`src/rtl/lnk_alert_pkg.sv`:
```
package lnk_alert_pkg;
  localparam int ERR_W   = 2;
  localparam int ERR_CRC = 0;
  localparam int ERR_INJ = 1;

  typedef enum logic [1:0] {
    CMD_NOP    = 2'd0,
    CMD_CFG_RD = 2'd1,
    CMD_OTHER  = 2'd2,
    CMD_SRST   = 2'd3
  } cmd_e;

  typedef enum logic [1:0] {
    NB_NORMAL = 2'd0,
    NB_IDLE   = 2'd1,
    NB_ALERT  = 2'd2
  } nb_e;
endpackage

```
`src/rtl/lnk_alert_filter.sv`:
```
module lnk_alert_filter
  import lnk_alert_pkg::*;
(
  input  logic             sb_valid,
  input  logic             sb_crc_ok,
  input  logic [1:0]       sb_cmd,
  input  logic             inj_alert,
  input  logic             mask_crc_en,
  input  logic             mask_inj_en,
  input  logic             filt_on,
  output logic [ERR_W-1:0] err_kind,
  output logic             err_hit,
  output logic             exec_ok,
  output logic             srst_ok
);
  logic good;
  logic is_srst;

  always_comb begin
    err_kind          = '0;
    err_kind[ERR_CRC] = sb_valid & ~sb_crc_ok & mask_crc_en;
    err_kind[ERR_INJ] = sb_valid & inj_alert & mask_inj_en;
    err_hit           = |err_kind;
    // bad CRC never executes, masked or not
    good              = sb_valid & sb_crc_ok & ~err_kind[ERR_INJ];
    is_srst           = (sb_cmd == CMD_SRST);
    srst_ok           = good & is_srst;
    exec_ok           = good & (~filt_on | is_srst);
  end
endmodule

```
`src/rtl/lnk_alert_seq.sv`:
```
module lnk_alert_seq
  import lnk_alert_pkg::*;
#(
  parameter int RD_LAT = 4
) (
  input  logic       clk,
  input  logic       rst_n,
  input  logic       err_hit,
  input  logic       srst_ok,
  input  logic       link_fast_rst,
  output logic [1:0] nb_sel,
  output logic       filt_on
);
  localparam int CNT_W = (RD_LAT < 2) ? 1 : $clog2(RD_LAT + 1);
  localparam logic [CNT_W-1:0] CNT_INIT = CNT_W'(RD_LAT - 1);

  nb_e             st_q, st_d;
  logic [CNT_W-1:0] cnt_q, cnt_d;
  logic            cnt_en;

  always_comb begin
    st_d   = st_q;
    cnt_d  = cnt_q;
    cnt_en = 1'b0;
    if (link_fast_rst || srst_ok) begin
      st_d = NB_NORMAL;
    end else begin
      unique case (st_q)
        NB_NORMAL: if (err_hit) begin
          st_d   = (RD_LAT <= 1) ? NB_ALERT : NB_IDLE;
          cnt_d  = CNT_INIT;
          cnt_en = 1'b1;
        end
        NB_IDLE: begin
          if (cnt_q <= CNT_W'(1)) st_d = NB_ALERT;
          cnt_d  = cnt_q - CNT_W'(1);
          cnt_en = 1'b1;
        end
        default: st_d = NB_ALERT;
      endcase
    end
  end

  always_ff @(posedge clk or negedge rst_n) begin
    if (!rst_n) begin
      st_q  <= NB_NORMAL;
      cnt_q <= '0;
    end else begin
      st_q <= st_d;
      if (cnt_en) cnt_q <= cnt_d;
    end
  end

  assign nb_sel  = st_q;
  assign filt_on = (st_q != NB_NORMAL);
endmodule

```
`src/rtl/lnk_alert_log.sv`:
```
module lnk_alert_log
  import lnk_alert_pkg::*;
#(
  parameter int FRAME_W = 120
) (
  input  logic               clk,
  input  logic               rst_n,
  input  logic [ERR_W-1:0]   err_kind,
  input  logic               err_hit,
  input  logic               err_clr,
  input  logic [FRAME_W-1:0] sb_frame,
  output logic [FRAME_W-1:0] log_frame,
  output logic [ERR_W-1:0]   err_first,
  output logic [ERR_W-1:0]   err_next,
  output logic               alert_stat
);
  logic [ERR_W-1:0]   first_q, first_d, next_q, next_d;
  logic               stat_q, stat_d;
  logic [FRAME_W-1:0] log_q;
  logic               log_en;

  always_comb begin
    first_d = err_clr ? '0 : first_q;
    next_d  = err_clr ? '0 : next_q;
    stat_d  = err_clr ? 1'b0 : stat_q;
    log_en  = 1'b0;
    if (err_hit) begin
      stat_d = 1'b1;
      if (first_d == '0) begin
        first_d = err_kind;
        log_en  = 1'b1;
      end else begin
        next_d  = next_d | err_kind;
      end
    end
  end

  always_ff @(posedge clk or negedge rst_n) begin
    if (!rst_n) begin
      first_q <= '0;
      next_q  <= '0;
      stat_q  <= 1'b0;
      log_q   <= '0;
    end else begin
      first_q <= first_d;
      next_q  <= next_d;
      stat_q  <= stat_d;
      if (log_en) log_q <= sb_frame;
    end
  end

  assign log_frame  = log_q;
  assign err_first  = first_q;
  assign err_next   = next_q;
  assign alert_stat = stat_q;
endmodule

```
`src/rtl/lnk_alert_ctl.sv`:
```
module lnk_alert_ctl
  import lnk_alert_pkg::*;
#(
  parameter int FRAME_W = 120,
  parameter int RD_LAT  = 4
) (
  input  logic               clk,
  input  logic               rst_n,
  input  logic               sb_valid,
  input  logic [FRAME_W-1:0] sb_frame,
  input  logic               sb_crc_ok,
  input  logic [1:0]         sb_cmd,
  input  logic               inj_alert,
  input  logic               mask_crc_en,
  input  logic               mask_inj_en,
  input  logic               link_fast_rst,
  input  logic               err_clr,
  output logic               cmd_exec,
  output logic [FRAME_W-1:0] log_frame,
  output logic [1:0]         err_first,
  output logic [1:0]         err_next,
  output logic               alert_stat,
  output logic [1:0]         nb_sel
);
  logic [ERR_W-1:0] err_kind;
  logic             err_hit, srst_ok, filt_on;

  lnk_alert_filter u_filt (
    .sb_valid    (sb_valid),
    .sb_crc_ok   (sb_crc_ok),
    .sb_cmd      (sb_cmd),
    .inj_alert   (inj_alert),
    .mask_crc_en (mask_crc_en),
    .mask_inj_en (mask_inj_en),
    .filt_on     (filt_on),
    .err_kind    (err_kind),
    .err_hit     (err_hit),
    .exec_ok     (cmd_exec),
    .srst_ok     (srst_ok)
  );

  lnk_alert_seq #(.RD_LAT(RD_LAT)) u_seq (
    .clk           (clk),
    .rst_n         (rst_n),
    .err_hit       (err_hit),
    .srst_ok       (srst_ok),
    .link_fast_rst (link_fast_rst),
    .nb_sel        (nb_sel),
    .filt_on       (filt_on)
  );

  lnk_alert_log #(.FRAME_W(FRAME_W)) u_log (
    .clk        (clk),
    .rst_n      (rst_n),
    .err_kind   (err_kind),
    .err_hit    (err_hit),
    .err_clr    (err_clr),
    .sb_frame   (sb_frame),
    .log_frame  (log_frame),
    .err_first  (err_first),
    .err_next   (err_next),
    .alert_stat (alert_stat)
  );
endmodule

```
`config.mk`:
```
export PLATFORM = sky130hd
export DESIGN_NAME = lnk_alert_ctl
export DESIGN_NICKNAME = d
export VERILOG_FILES = /design/src/rtl/lnk_alert_pkg.sv /design/src/rtl/lnk_alert_filter.sv /design/src/rtl/lnk_alert_seq.sv /design/src/rtl/lnk_alert_log.sv /design/src/rtl/lnk_alert_ctl.sv
export SDC_FILE = /design/constraint.sdc
export NUM_CORES = 1
export LEC_CHECK = 0
export CAP_MARGIN = 25
export CORE_MARGIN = 2
export CORE_UTILIZATION = 49
export CTS_CLUSTER_DIAMETER = 80
export CTS_CLUSTER_SIZE = 20
export DETAILED_ROUTE_END_ITERATION = 16
export DONT_BUFFER_PORTS = 1
export PLACE_DENSITY_LB_ADDON = 0.12
export SETUP_SLACK_MARGIN = 0.3
export SYNTH_ARGS = -nofsm -noshare
export SYNTH_HDL_FRONTEND = slang
export SYNTH_SLANG_ARGS = --single-unit
export TNS_END_PERCENT = 5
```
`constraint.sdc`:
```
create_clock -name clk -period 1.75 [get_ports clk]
set_input_delay 0.35 -clock clk [delete_from_list [all_inputs] [get_ports clk]]
set_output_delay 0.35 -clock clk [all_outputs]
set_load 0.05 [all_outputs]
```
==> impl_summary.md, run 1 <==
Run status
The first error in the log reads "[ERROR RSZ-0060] Max buffer count reached". The flow did not finish. It got as far as clock tree synthesis and failed there.

Clocking
The clock sink count is 130. The tree is rooted in a clkbuf_8. The H-tree level count is 4.

Counting along the longest clock path gives a buffer depth of 2. Buffers added to address setup during post-CTS repair amount to 1. Post-CTS repair changed the size of 144 cells. In this run, post-CTS hold repair placed roughly 100 buffers.

TritonCTS created 17 clock buffers.

Logic synthesis
In the synthesized netlist the dominant register cell turns out to be dfrtp_1. The average instance area after synthesis is around 18 um^2. The number of synthesized flops with an enable pin is 0. Of the synthesized area, sequential elements account for 0.592. The post-synthesis cell count is a little over 300. Of the post-synthesis cell area, the dominant cell type holds 0.592. The share of synthesized registers carrying an async set or reset is 1.00.

Of all cell types, the one taking the most synthesized area is dfrtp_1. The total number of yosys warnings is 0. Sorting the synthesized cells by area gives the leading types as dfrtp_1 59%, mux2_4 27%, mux2_2 4.1%. Counting flops and latches in the post-synthesis netlist gives 130. The number of distinct library cells after synthesis is 26.

The mapped netlist covers about 5500 um^2. The number of nets in the synthesized netlist is 441.

Place
The final HPWL from detailed placement is 7850 um. Buffers placed on the I/O ports in this run total 0. The routability congestion estimate from global placement is ~0.74. The number of placed instances with taps included is 450.

Floorplanning
The die width is roughly 110 um. The I/O pin count is 259. The number of cell rows is 38. The initial utilization of the core area, before any placement, comes to 0.504. The die is 110 um tall.
[metrics by stage]
stage	instance area, um^2	setup WS [ps]	hold slack (ps)	utilization
after global placement	5640	88.0	57.1	0.518
after floorplan	5520	111	54.4	-
after detailed placement	5640	63.7	56.9	0.518
[cell usage after synthesis (all sizes together) (2+ instances only)]
cell type and count:
o21bai 2, a31oi 3, mux2 120, buf 14, ha 2, nor2b 2
nand2 4, inv 6, o31ai 2, nor2 7, dfrtp 130, o21ai 6
[kinds of logic after synthesis]
logic type	synth area share
flip-flops	0.592
multiplexers	0.314
buffers and inverters	0.0478
AO/OA/AOI/OAI	0.0255
AND/OR/NAND/NOR	0.0155
adder cells (fa/ha/maj)	0.00456
==> inputs of run 2 (changes only) <==
--- a/config.mk
+++ b/config.mk
@@ -7,13 +7,10 @@
 export LEC_CHECK = 0
 export CAP_MARGIN = 25
 export CORE_MARGIN = 2
-export CORE_UTILIZATION = 49
-export CTS_CLUSTER_DIAMETER = 80
-export CTS_CLUSTER_SIZE = 20
+export CORE_UTILIZATION = 34
 export DETAILED_ROUTE_END_ITERATION = 16
 export DONT_BUFFER_PORTS = 1
-export PLACE_DENSITY_LB_ADDON = 0.12
-export SETUP_SLACK_MARGIN = 0.3
+export PLACE_DENSITY_LB_ADDON = 0.15
 export SYNTH_ARGS = -nofsm -noshare
 export SYNTH_HDL_FRONTEND = slang
 export SYNTH_SLANG_ARGS = --single-unit
==> run 2 against run 1 <==
  * The flow now finishes, with violations (hold timing)
  * Synthesized cell count unchanged
  * Area after synthesis unchanged
==> impl_summary.md, run 2 <==
Run status
The flow ran to the end, but the final reports show violations. The final reports fail on hold timing.

Clocking
The tree built by TritonCTS fans out to 130 sinks. The insertion delay of the later-clocked pin in the worst-skew pair is 410 ps. Clock-pin slew was measured on the worst setup and hold paths at 60 ps. The CTS buffer count is 17.

The clock tree from TritonCTS is done. After clock tree synthesis, the flow added hold-fix buffers numbering 1. The clock root buffer is clkbuf_16. The maximum clock path buffer count is 2. CTS built an H-tree with a depth of 4.

Final layout
The register with the most flip-flops in the layout has 120 of them. The register area is 3250 um^2. Summing all non-filler instances in the final layout gives an area of about 6400 um^2.

Leaving out fill and tap cells, the most frequent cell in the layout is dfrtp_1. In the final layout, the share of cells above drive strength 1 is 0.501. Leaving out fill and tap cells, the most frequent cells in the layout are 130 x dfrtp_1, 100 x mux2_4, 20 x mux2_2, 17 x clkbuf_16, 11 x buf_4. At the end of the flow the core is filled with cells to 0.407. The number of antenna diodes in the final layout is 0. The count of nets after finishing is 468. Relative to the synthesized area, the layout overhead comes to 17.2%.

Summing all multi-input logic gate instances after layout gives 1990 um^2. The filler cells instantiated in the layout total between 1000 and 1500. The finished layout holds approximately 560 standard cells, fillers aside.

Logic synthesis
The main flop type after synthesis is dfrtp_1. The cell area that synthesis handed to floorplanning was approximately 5500 um^2. The number of different library cells used by synthesis comes to 26. After synthesis the netlist holds a flip-flop and latch count of 130. Counting every instance in the synthesized netlist gives 308. In the synthesized netlist, the cells that appear most often are 130 x dfrtp_1, 100 x mux2_4, 20 x mux2_2, 11 x buf_12, 7 x nor2_1. The number of nets in the synthesized netlist is 441. By area the synthesized netlist is led by dfrtp_1 59%, mux2_4 27%, mux2_2 4.1%. For this run, the register share of the synthesized area comes to 0.592. The average instance area after synthesis is between 15 and 20 um^2. The cell taking the most area after synthesis is dfrtp_1.

The dominant cell by count in the synthesized netlist is dfrtp_1. The number of synthesized flops with an enable pin is 0. The total number of yosys warnings is 0.

The share of synthesized area in the top cell type comes to 0.592. Of all flip-flops after synthesis, the portion carrying an async set or reset was 1.00.

STA
The worst setup skew after layout is 7.63 ps. The worst hold slack is -368 ps. The portion of the clock cycle consumed by the worst path in the final layout is 0.955. The number of setup violations in the final report is 0. Setup repair after global routing left no endpoint under its margin.

The slew at the pin closest to its max-slew limit is between 500 and 600 ps. The relative max-transition margin is 0.642. The number of max-slew violations in the final report is 0. The count of endpoints failing hold in the final timing report was 130. Setup slack closes at 79.1 ps. The clock period could shrink to 1670 ps. The maximum operating frequency is 598 MHz. For the final routed database, the setup TNS stands at 0 ps.

Power and ir drop
The combinational share of power is 0.116. Summed over all nets, the switching power comes to 4.48 mW. Of the total power, registers draw 0.562. The leakage power of the design is 3.12 nW. The net switching share of the total power is 0.390. The share of total power in the clock network is 0.321. The power per standard cell area is 1780 nW/um^2. The internal power of the cells totals 6.99 mW. IR analysis of the VDD net gives a maximum drop of 0.719 mV.

Critical path
The kind of end point of the critical path is an output pin. The critical path is of the reg -> out type. The data required time at the worst endpoint is 1400 ps. The arrival time at the worst endpoint is 1320 ps.

The highest net fanout along the worst path is 2. The launching element type of the critical path is a flop.

Global route
The maximum number of pins on one net before global-route repair is around 130. The initial antenna violation count came to 1. The global-route usage over all layers is 0.132. The first global-routing pass estimated about 17000 um of wire. The sum of overflow across all layers after global routing is 0.

The via count of the first global-routing pass is 2934.

Floorplanning
The die width is about 130 um. The number of cell rows is 46. The core outline area is 15800 um^2. The initial standard-cell utilization of the core is 0.347. The total die area is 17200 um^2. The I/O pin count is 259.

The floorplan die height is 131 um.

Route
The wire length per cell is between 15 and 20 um. The post-detailed-route via-to-cell ratio is 4.72. After detailed routing, the number of remaining DRC violations is 0. In this run the remaining antenna-violating nets after routing total 0.

The detailed router finished its first iteration with 69 violations. The routed wire length is between 10000 and 15000 um. The routed layout has 2656 vias. The iteration count of the initial detailed-routing pass is 4.

Place
After detailed placement, the design holds a cell count of 529. In this run the tool buffered the top-level ports with 0 buffer cells. The post-placement cell area is 5800 um^2. The final HPWL from detailed placement is 7730 um. The post-place setup slack is 24.4 ps. The congestion estimate from routability-driven global placement came to 0.720.

Run
Across the run, the number of max-cap violations was 0.

Min path
The worst hold path belongs to the class in -> async.
run 2: kinds of logic (layout without fill, tap and decap cells):
| kind of cell | count (synthesis) | after routing | synth area share |
|---|---|---|---|
| adders and majority gates | 2 | 2 | 0.00456 |
| buffers and inverters | 20 | 59 | 0.0478 |
| DFF | 130 | 130 | 0.592 |
| AOI/OAI and AO/OA | 18 | 18 | 0.0255 |
| and+or+nand+nor | 18 | 18 | 0.0155 |
| muxes | 120 | 120 | 0.314 |
run 2: final cells by class:
cell class                      instances  share of cell area
Timing Repair Buffer                   22              0.0455
Sequential cell                       130               0.505
Tap cell                              216              0.0420
Clock inverter                         10              0.0247
Inverter                                6             0.00350
Multi-Input combinational cell        158               0.309
Clock buffer                           21              0.0700
run 2: worst max-delay path: stages, from the launching register on:
cell	delay, ps
dfrtp_1	400
o21ai_1	120
nor3b_4	230
buf_12	160
run 2: layer usage:
metal / wire length (um) / track usage
met5: 13 / 0
met4: 199 / 0.0568
met3: 1380 / 0.0829
met2: 5180 / 0.199
met1: 4360 / 0.150
run 2: per-stage QoR:
stage	hold slack (ps)	total power, mW
final	-368	11.5
after global routing	-402	11.9
after CTS	-398	11.6
after detailed placement	57.4	7.85
after global placement	57.2	7.83
after floorplan	54.4	7.53
run 2: power by group through the flow:
stage | registers [mW] | clock network [mW] | logic [mW]
2_1_floorplan | 6.36 | 0 | 1.17
3_3_place_gp | 6.53 | 0 | 1.30
4_1_cts | 6.47 | 3.80 | 1.35
5_1_grt | 6.53 | 3.94 | 1.43
3_5_place_dp | 6.51 | 0 | 1.34
6_report | 6.45 | 3.68 | 1.34
run 2: repair_timing:
item | in CTS | in global routing
buffers inserted | 1 | 1
setup endpoints to repair | 1 | 1
resized for setup | 1 | 0
pin swaps | 0 | 1
endpoints found under the hold margin | 132 | 130
run 2: worst paths after layout:
| kind | end | cells past startpoint | slack, ps | startpoint |
|---|---|---|---|---|
| min in group clk | u_log.log_frame[15]$_DFFE_PN0P_ | 1 | 80 | sb_frame[15] |
| setup reg to reg | u_log.log_frame[68]$_DFFE_PN0P_ | 5 | 270 | u_log.err_first[1]$_DFF_PN0_ |
| max in group asynchronous | u_log.log_frame[20]$_DFFE_PN0P_ | 0 | 1960 | rst_n |
| hold / removal | u_log.log_frame[100]$_DFFE_PN0P_ | 0 | -370 | rst_n |
| hold reg to reg | u_seq.cnt_q[2]$_DFFE_PN0P_ | 1 | 520 | u_seq.cnt_q[2]$_DFFE_PN0P_ |
| setup / recovery | cmd_exec | 3 | 80 | u_seq.nb_sel[1]$_DFFE_PN0P_ |
Power figures use the tool's default switching activity.
==> inputs of run 3 (changes only) <==
--- a/config.mk
+++ b/config.mk
@@ -5,12 +5,14 @@
 export SDC_FILE = /design/constraint.sdc
 export NUM_CORES = 1
 export LEC_CHECK = 0
+export ABC_CLOCK_PERIOD_IN_PS = 1750
 export CAP_MARGIN = 25
 export CORE_MARGIN = 2
 export CORE_UTILIZATION = 34
 export DETAILED_ROUTE_END_ITERATION = 16
 export DONT_BUFFER_PORTS = 1
 export PLACE_DENSITY_LB_ADDON = 0.15
+export SKIP_CTS_REPAIR_TIMING = 1
 export SYNTH_ARGS = -nofsm -noshare
 export SYNTH_HDL_FRONTEND = slang
 export SYNTH_SLANG_ARGS = --single-unit
==> run 3 against run 2 <==
  * The run still ends with hold timing left
  * Via count down 0.19%
  * Worst setup slack worse by 9.0 ps
  * Critical path depth is the same
  * Die area did not move
  * First-iteration DRC count unchanged
  * Largest cell class unchanged
  * Highest routed layer unchanged
==> impl_summary.md, run 3 (synthesis results as in run 2) <==
Power and ir drop
The analysis attributes to net switching a power of 4.47 mW. Power spread over the standard cell area amounts to ~1800 nW/um^2. The cell-internal power is 6.99 mW. Of the total power, the clock network draws 0.321. Summed over all cells, the static leakage comes to 3.12 nW. Of the total power, the share spent switching nets is 0.390.

The share of total power dissipated in combinational logic is 0.116. The worst ir drop on vdd is 0.719 mV. The total design power is 11.5 mW. The share of total power dissipated in sequential elements is 0.562.

Place
Detailed placement finished with a half-perimeter wire length of between 7000 and 8000 um. The congestion estimate from routability-driven global placement came to 0.720. The number of placed instances with taps included is 529. The placed instances occupy a cell area of 5800 um^2.

The count of buffers added on input and output ports is 0.

Final layout
Measured on the finished design, the core utilization comes to 0.407. The area growth from synthesis to layout is 17.2%. The flip-flop count of the largest register, all copies and words added is 120. The number of inserted diodes is 0. The area of all placed cells without fillers is 6440 um^2.

The most common library cell in the layout ignoring fill and taps is dfrtp_1. The library cells used most frequently in the layout, excluding fill and tap cells, are 129 x dfrtp_1, 100 x mux2_4, 20 x mux2_2, 17 x clkbuf_16, 11 x buf_4. The fraction of final layout cells with drive strength greater than 1 is 0.504. The finished layout holds 563 standard cells, fillers aside. The count of nets after finishing is 468.

Run status
The checks that failed: hold timing. The flow ran to the end, but the final reports show violations.

Clocking
The CTS buffer count is 17. The clock tree from TritonCTS is done. The insertion delay of the later-clocked pin in the worst-skew pair is 410 ps. The clock root buffer is clkbuf_16. In this run the deepest clock path goes through 2 buffers.

The H-tree level count is 4. The clock sink count is 130. The clock transition at the registers of the reported paths is 60 ps.

Global route
The sum of overflow across all layers after global routing is 0. Entering global routing, the biggest net connects 131 pins. The wire length of the first global-routing pass is between 15000 and 20000 um. The initial antenna violation count is 1. Across every metal layer, demand over resource in global routing totals 0.132. The via count of the first global-routing pass is ~2900.

Route
After detailed routing, the number of remaining DRC violations is 0. Using the TritonRoute via totals, the vias-per-cell ratio works out to roughly 4.7. For this block, the initial DRC count from the detailed router was 69. For this run, the detailed router's first-pass iteration total came to 4. In the final routed layout, each cell accounts on average for 19.7 um. The detailed router placed around 2700 vias in this run. The routed design has 11100 um of wire. The count of nets left with antenna violations after detail routing is 0.

Min path
The path class of the lowest-slack min-delay path is in -> async.

Floorplanning
The core outline area is 15800 um^2. The number of cell rows is 46. The I/O pin count is 259. The floorplan step defined a die boundary enclosing 17200 um^2. The die is 131 um wide. For this configuration, the core starts out at a cell density of 0.347. In this run the vertical extent of the chip is 131 um.

Critical path
The kind of end point of the critical path is an output pin. The data required time at the worst endpoint is 1400 ps. In this run the worst path has a maximum fanout of 2. The launching element type of the critical path is a flop. The critical path is of the reg -> out type. STA puts the critical path data arrival time at 1330 ps.

STA
The count of endpoints failing hold in the final timing report is between 100 and 150. At the pin with the least slew margin, the transition time is 537 ps. The portion of the clock cycle consumed by the worst path in the final layout is 0.960. Across all hold checks on the routed design, the worst slack comes to -368 ps.

Setup violations remaining at the end of the flow were counted as 0. Setup repair after global routing could not meet its margin everywhere. The number of max-slew violations in the final report is 0. The relative max-transition margin is 0.642.

The maximum operating frequency is 595 MHz. The clock arrives with between 7 and 8 ps of skew. For the finished layout, the period the worst path requires is 1680 ps.

Run
The tool flagged a number of max-cap violations equal to 0.
[run 3: power groups by stage]
stage          Sequential [mW]  Combinational, mW  Clock (mW)
6_report                  6.45               1.33        3.68
5_1_grt                   6.53               1.43        3.94
4_1_cts                   6.47               1.34        3.80
3_5_place_dp              6.51               1.34           0
3_3_place_gp              6.53               1.30           0
2_1_floorplan             6.36               1.17           0
[run 3: final timing paths]
| kind | start | to | depth (start not counted) | slack, ps |
|---|---|---|---|---|
| worst min-delay path | rst_n | u_log.log_frame[100]$_DFFE_PN0P_ | 0 | -370 |
| max in group asynchronous | rst_n | u_log.log_frame[20]$_DFFE_PN0P_ | 0 | 1960 |
| worst max register to register | u_log.err_first[1]$_DFF_PN0_ | u_log.log_frame[68]$_DFFE_PN0P_ | 5 | 270 |
| worst max-delay path | u_seq.nb_sel[1]$_DFFE_PN0P_ | cmd_exec | 3 | 70 |
| worst min register to register | u_seq.cnt_q[2]$_DFFE_PN0P_ | u_seq.cnt_q[2]$_DFFE_PN0P_ | 1 | 520 |
| min in group clk | sb_frame[15] | u_log.log_frame[15]$_DFFE_PN0P_ | 1 | 80 |
[run 3: worst max-delay path, cell delays in order (launching register included)]
cell and delay [ps]:
dfrtp_2 410, o21ai_1 120, nor3b_4 230, buf_12 160
[run 3: final cells by class]
cell class / count / area, um^2
flip-flops and latches: 130 / 3250
well taps: 216 / 270
clock inverters: 10 / 159
clock buffers: 21 / 450
fillers: 1467 / 9390
inverters: 6 / 22.5
repair buffers: 22 / 293
multi-input cells: 158 / 1990
[run 3: routing by layer]
layer  share of wire  track usage  routed length, um  vias up
met5          0.0012            0                 13        -
met4           0.018       0.0568                199        2
met3            0.12       0.0833               1380       17
met2            0.46        0.199               5160      163
met1            0.39        0.150               4360     1327
li1                -            -                  -     1142
[run 3: per-stage QoR]
step | setup WS [ps] | setup TNS (ps)
3_3_place_gp | 60.4 | 0
3_5_place_dp | 24.4 | 0
5_1_grt | -5.17 | -5.17
6_report | 70.1 | 0
4_1_cts | -64.8 | -64.8
2_1_floorplan | 41.6 | 0
